[config.mk]
export PLATFORM = sky130hd
export DESIGN_NAME = mash3_ff_mod
export DESIGN_NICKNAME = d
export VERILOG_FILES = /design/src/rtl/mash_pkg.sv /design/src/rtl/mash_acc_stage.sv /design/src/rtl/mash_noise_cancel.sv /design/src/rtl/mash3_ff_mod.sv
export SDC_FILE = /design/constraint.sdc
export NUM_CORES = 1
export LEC_CHECK = 0
export ABC_AREA = 1
export CELL_PAD_IN_SITES_DETAIL_PLACEMENT = 0
export CELL_PAD_IN_SITES_GLOBAL_PLACEMENT = 2
export CORE_AREA = 2 2 135 137
export DETAILED_ROUTE_END_ITERATION = 8
export DIE_AREA = 0 0 137 139
export DONT_BUFFER_PORTS = 1
export GPL_TIMING_DRIVEN = 0
export PLACE_DENSITY = 0.74
export SLEW_MARGIN = 20
export SYNTH_ARGS = -nofsm -noshare
export SYNTH_HDL_FRONTEND = slang
export SYNTH_HIERARCHICAL = 1
export SYNTH_SLANG_ARGS = --single-unit
[constraint.sdc]
create_clock -name clk_i -period 7.3 [get_ports clk_i]
set_input_delay 0.73 -clock clk_i [delete_from_list [all_inputs] [get_ports clk_i]]
set_output_delay 0.73 -clock clk_i [all_outputs]
set_load 0.05 [all_outputs]
[src/rtl/mash_pkg.sv]
`timescale 1ns/1ps
package mash_pkg;

    localparam int OFFSET_W = 4;
    localparam int STAGES   = 3;

    typedef logic signed [OFFSET_W-1:0] offset_t;

    typedef struct packed {
        logic c3;
        logic c2;
        logic c1;
    } carry_vec_t;

    function automatic offset_t widen(input logic b);
        return offset_t'({{(OFFSET_W-1){1'b0}}, b});
    endfunction

    // Noise-shaping combination: first stage direct, second stage first
    // difference, third stage second difference.
    function automatic offset_t combine(input carry_vec_t c,
                                        input logic c2_prev,
                                        input logic c3_prev,
                                        input logic c3_prev2);
        offset_t first_d;
        offset_t second_d;
        first_d  = widen(c.c2) - widen(c2_prev);
        second_d = widen(c.c3) - (widen(c3_prev) <<< 1) + widen(c3_prev2);
        return widen(c.c1) + first_d + second_d;
    endfunction

endpackage

[src/rtl/mash_acc_stage.sv]
`timescale 1ns/1ps
module mash_acc_stage #(
    parameter int W = 16
) (
    input  logic         clk_i,
    input  logic         rst_i,
    input  logic [W-1:0] addend_i,
    output logic         carry_o,
    output logic [W-1:0] resid_o,
    output logic [W-1:0] acc_o
);
    logic [W:0]   sum_w;
    logic [W-1:0] acc_q;

    assign sum_w   = {1'b0, acc_q} + {1'b0, addend_i};
    assign carry_o = sum_w[W];
    assign resid_o = sum_w[W-1:0];
    assign acc_o   = acc_q;

    always_ff @(posedge clk_i) begin
        if (rst_i) acc_q <= '0;
        else       acc_q <= sum_w[W-1:0];
    end

    // an overflow shows as a residue that wrapped below the old state
    a_r2_carry_wrap: assert property (@(posedge clk_i) disable iff (rst_i)
        carry_o == (resid_o < acc_q));

endmodule

[src/rtl/mash_noise_cancel.sv]
`timescale 1ns/1ps
module mash_noise_cancel
    import mash_pkg::*;
(
    input  logic       clk_i,
    input  logic       rst_i,
    input  carry_vec_t carries_i,
    output offset_t    offset_o
);
    logic    c2_d;
    logic    c3_d;
    logic    c3_dd;
    offset_t offset_q;
    offset_t offset_next;

    assign offset_next = combine(carries_i, c2_d, c3_d, c3_dd);
    assign offset_o    = offset_q;

    always_ff @(posedge clk_i) begin
        if (rst_i) begin
            c2_d     <= 1'b0;
            c3_d     <= 1'b0;
            c3_dd    <= 1'b0;
            offset_q <= '0;
        end else begin
            c2_d     <= carries_i.c2;
            c3_d     <= carries_i.c3;
            c3_dd    <= c3_d;
            offset_q <= offset_next;
        end
    end

    // the shaped offset never leaves -3..+4
    a_r3_offset_range: assert property (@(posedge clk_i) disable iff (rst_i)
        (offset_q >= -4'sd3) && (offset_q <= 4'sd4));

    // a negative offset needs a delayed carry at the edge that produced it
    a_r3_neg_needs_history: assert property (@(posedge clk_i) disable iff (rst_i)
        (offset_q < 0) |-> $past(c2_d || c3_d));

endmodule

[src/rtl/mash3_ff_mod.sv]
`timescale 1ns/1ps
module mash3_ff_mod
    import mash_pkg::*;
#(
    parameter int ACC_W  = 16,
    parameter bit USE_FF = 1'b1
) (
    input  logic                       clk_i,
    input  logic                       rst_i,
    input  logic [ACC_W-1:0]           frac_i,
    output logic signed [OFFSET_W-1:0] offset_o
);
    localparam int EXT_W = ACC_W - OFFSET_W;

    offset_t            offset_w;
    logic [ACC_W-1:0]   ff_term;
    logic [STAGES-1:0]  carry_bits;
    carry_vec_t         carries;

    // Feedforward term: previous combined output, sign-extended to ACC_W
    if (USE_FF) begin : g_ff_on
        assign ff_term = {{EXT_W{offset_w[OFFSET_W-1]}}, offset_w};
    end else begin : g_ff_off
        assign ff_term = '0;
    end

    for (genvar s = 0; s < STAGES; s++) begin : g_stage
        logic [ACC_W-1:0] add_in;
        logic [ACC_W-1:0] resid;
        logic [ACC_W-1:0] acc;
        logic             carry;

        if (s == 0) begin : g_src_word
            assign add_in = frac_i;
        end else if (s == STAGES - 1) begin : g_src_last
            assign add_in = g_stage[s-1].resid + ff_term;
        end else begin : g_src_mid
            assign add_in = g_stage[s-1].resid;
        end

        mash_acc_stage #(.W(ACC_W)) u_acc (
            .clk_i    (clk_i),
            .rst_i    (rst_i),
            .addend_i (add_in),
            .carry_o  (carry),
            .resid_o  (resid),
            .acc_o    (acc)
        );

        assign carry_bits[s] = carry;
    end

    assign carries = carry_vec_t'({carry_bits[2], carry_bits[1], carry_bits[0]});

    mash_noise_cancel u_cancel (
        .clk_i     (clk_i),
        .rst_i     (rst_i),
        .carries_i (carries),
        .offset_o  (offset_w)
    );

    assign offset_o = offset_w;

    // an empty first accumulator fed a zero word cannot overflow
    a_r8_idle_no_carry: assert property (@(posedge clk_i) disable iff (rst_i)
        ((frac_i == '0) && (g_stage[0].acc == '0)) |-> !carry_bits[0]);

endmodule

==> results.py <==
metrics = {
    "placed_design": {
        "half_perimeter_wire_length_of_the_detailed_placement_result_mm": 11.2,
        "placed_cells": 1110,
        "numPortBuffers": 0,
        "dpl-instance-area_mm2": 0.00563,
        "finalWeightedCongestion": 0.736,
    },
    "timing": {
        "hold_violations": 0,
        "max_slew_margin": 0.288,
        "min_period_over_period": 0.856,
        "final.setup.tns_ns": 0,
        "clock.fmax_mhz": 160,
        "setup_viol_count_final": 0,
        "worst_pin_slew_ns": 1.07,
        "finalWorstPathRequiredPeriod_ns": 6.25,
        "fin_worst_skew_ns": 0.00928,
        "slew_viol_final": 0,
        "rsz0062_at_grt": "false",
    },
    "worst_setup_path": {
        "setup.worst_path.start": "frac_i[0]",
        "cp.required_ns": 7.51,
        "reg2regPathDepth": 37,
        "critPathArrivalTime_ns": 6.46,
        "maximum_fanout_along_the_worst_path": 5,
        "setup.worst_path.class": "in -> reg",
        "worst_setup_path_end_kind": "flip-flop",
        "timing.critical_path.to": "u_cancel/offset_o[2]",
        "crit-reg2reg-launch": "g_stage[0].u_acc/acc_o[0]",
        "worst-r2r-setup-slack_ns": 1.18,
        "cp_peak_stage_delay_ns": 0.52,
        "startpoint_type": "input pin",
        "cp_slowest_cell": "sky130_fd_sc_hd__fa_1",
        "reg2reg_to": "u_cancel/offset_o[2]",
        "critical-path-top-cell-by-count": "sky130_fd_sc_hd__nand2_1",
    },
    "final_layout": {
        "final_net_count": 980,
        "final_core_occ": 0.327,
        "design_area_mm2": 0.00578,
        "layout-area-overhead-vs-synth_pct": 8.25,
        "layout.cells.non_filler": 1118,
        "post_route_cells_drive_above_1_share": 0.0405,
        "antenna_cells_inserted": 0,
    },
    "die": {
        "initial_core_util": 0.302,
        "chipWidth_um": 137,
        "die-height_um": 139,
        "fp-row-count": 49,
        "placeableCoreArea_mm2": 0.0177,
        "pin_count": 22,
        "die_area_mm2": 0.0190,
    },
    "routing": {
        "vias_per_cell": 4.24,
        "route.detailed.wl_per_inst_um": 12.0,
        "route.final.wire_length_mm": 13.4,
        "violation_count_after_the_first_detailed_route_iteration": 160,
        "ant_nets": 0,
        "detailroute.via_count": 4740,
        "post-route-drc-count": 0,
        "drt_pre_antenna_iters": 4,
    },
    "yosys": {
        "syn_area_mm2": 0.00534,
        "synth_area_per_inst_um2": 6.06,
        "syn-num-nets": 973,
        "synth_cells": 881,
        "yosys_warnings": 6,
    },
    "clock_tree": {
        "insertion_delay_ns": 0.31,
        "clock_sink_count": 55,
        "cts_root_buffer": "sky130_fd_sc_hd__clkbuf_16",
        "post_cts_hold_buffer_count": 0,
        "post_cts_resized": 0,
        "cts.reportedPaths.clkPinSlew_ns": 0.08,
        "postCtsSetupRepairBufs": 0,
        "clock_path_buffers": 2,
        "tritoncts": "built",
        "numCtsBuffers": 5,
        "cts_max_level": 2,
    },
    "worst_hold_path": {
        "tightest_hold_check_type": "reg -> reg",
        "hold_depth": 2,
    },
    "global_route": {
        "first_global_vias": 4836,
        "grt_first_pass_wirelength_mm": 23.1,
        "globalRouteTotalUtil": 0.153,
        "number_of_antenna_violations_at_the_first_check_in_global_routing": 0,
        "grt_max_degree": 29,
        "grt_overflow": 0,
    },
    "flow_run": {
        "maxCapViolCount": 0,
    },
    "outcome": {
        "status": "finished, final reports clean",
    },
}
per-layer routing:
| layer | routed length [um] | GRT usage | up-vias |
|---|---|---|---|
| met5 | 0 | 0 | - |
| met4 | 227 | 0.0429 | 0 |
| met3 | 240 | 0.0208 | 10 |
| met2 | 6350 | 0.263 | 23 |
| met1 | 6540 | 0.198 | 2028 |
| li1 | - | - | 2679 |
placed cells by master, fill, tap and decap left out, drive strengths merged:
cell type  count
ha            68
xor2          19
nand3         24
nor3           9
o21bai         4
and2           7
clkinv         2
and2b          6
nand4          7
a21oi         35
nand3b        20
inv          179
nor2b          3
dfxtp         55
nand2        326
clkbuf         8
or2            2
xnor2          8
fa             6
nor2         101
cell type report:
type,count,area (um^2)
buffer,3,11.3
clock buffer,5,125
sequential,55,1100
clock inverter,3,28.8
fill,2077,11900
inverter,178,668
multi-input combinational,645,3560
tap,229,287
per-stage QoR:
stage / setup slack, ns / hold slack, ns
after floorplan: 1.57 / 0.434
final: 1.05 / 0.470
after global routing: 0.513 / 0.463
after CTS: 0.986 / 0.467
after detailed placement: 0.669 / 0.460
after global placement: 0.631 / 0.464
registers in the layout, indices dropped and copies added, names as in the netlist:
name and count:
u_cancel/c2_d 1, u_cancel/c3_dd 1, g_stage.u_acc/acc_o 48, u_cancel/c3_d 1, u_cancel/offset_o 4
worst min path at each step:
stage                  start                    endpoint  slack [ns]
2_1_floorplan  u_cancel/c3_d              u_cancel/c3_dd        0.43
4_1_cts                rst_i  g_stage[2].u_acc/acc_o[15]        0.47
5_1_grt                rst_i  g_stage[2].u_acc/acc_o[15]        0.46
3_5_place_dp   u_cancel/c3_d              u_cancel/c3_dd        0.46
3_3_place_gp   u_cancel/c3_d              u_cancel/c3_dd        0.46
6_report       u_cancel/c3_d              u_cancel/c3_dd        0.47
worst max-delay path: cells and delay by family:
kind                       cells  cell delay [ns]
AOI/OAI and AO/OA              4             0.56
xor gates and xnor gates       1             0.15
adders and majority gates      8             2.81
buffers and inverters          3             0.16
and+or+nand+nor               21             2.04
Power is left out: the tool's default activity adds up to more than one toggle a clock period on the data nets, which glitch-free logic cannot reach.
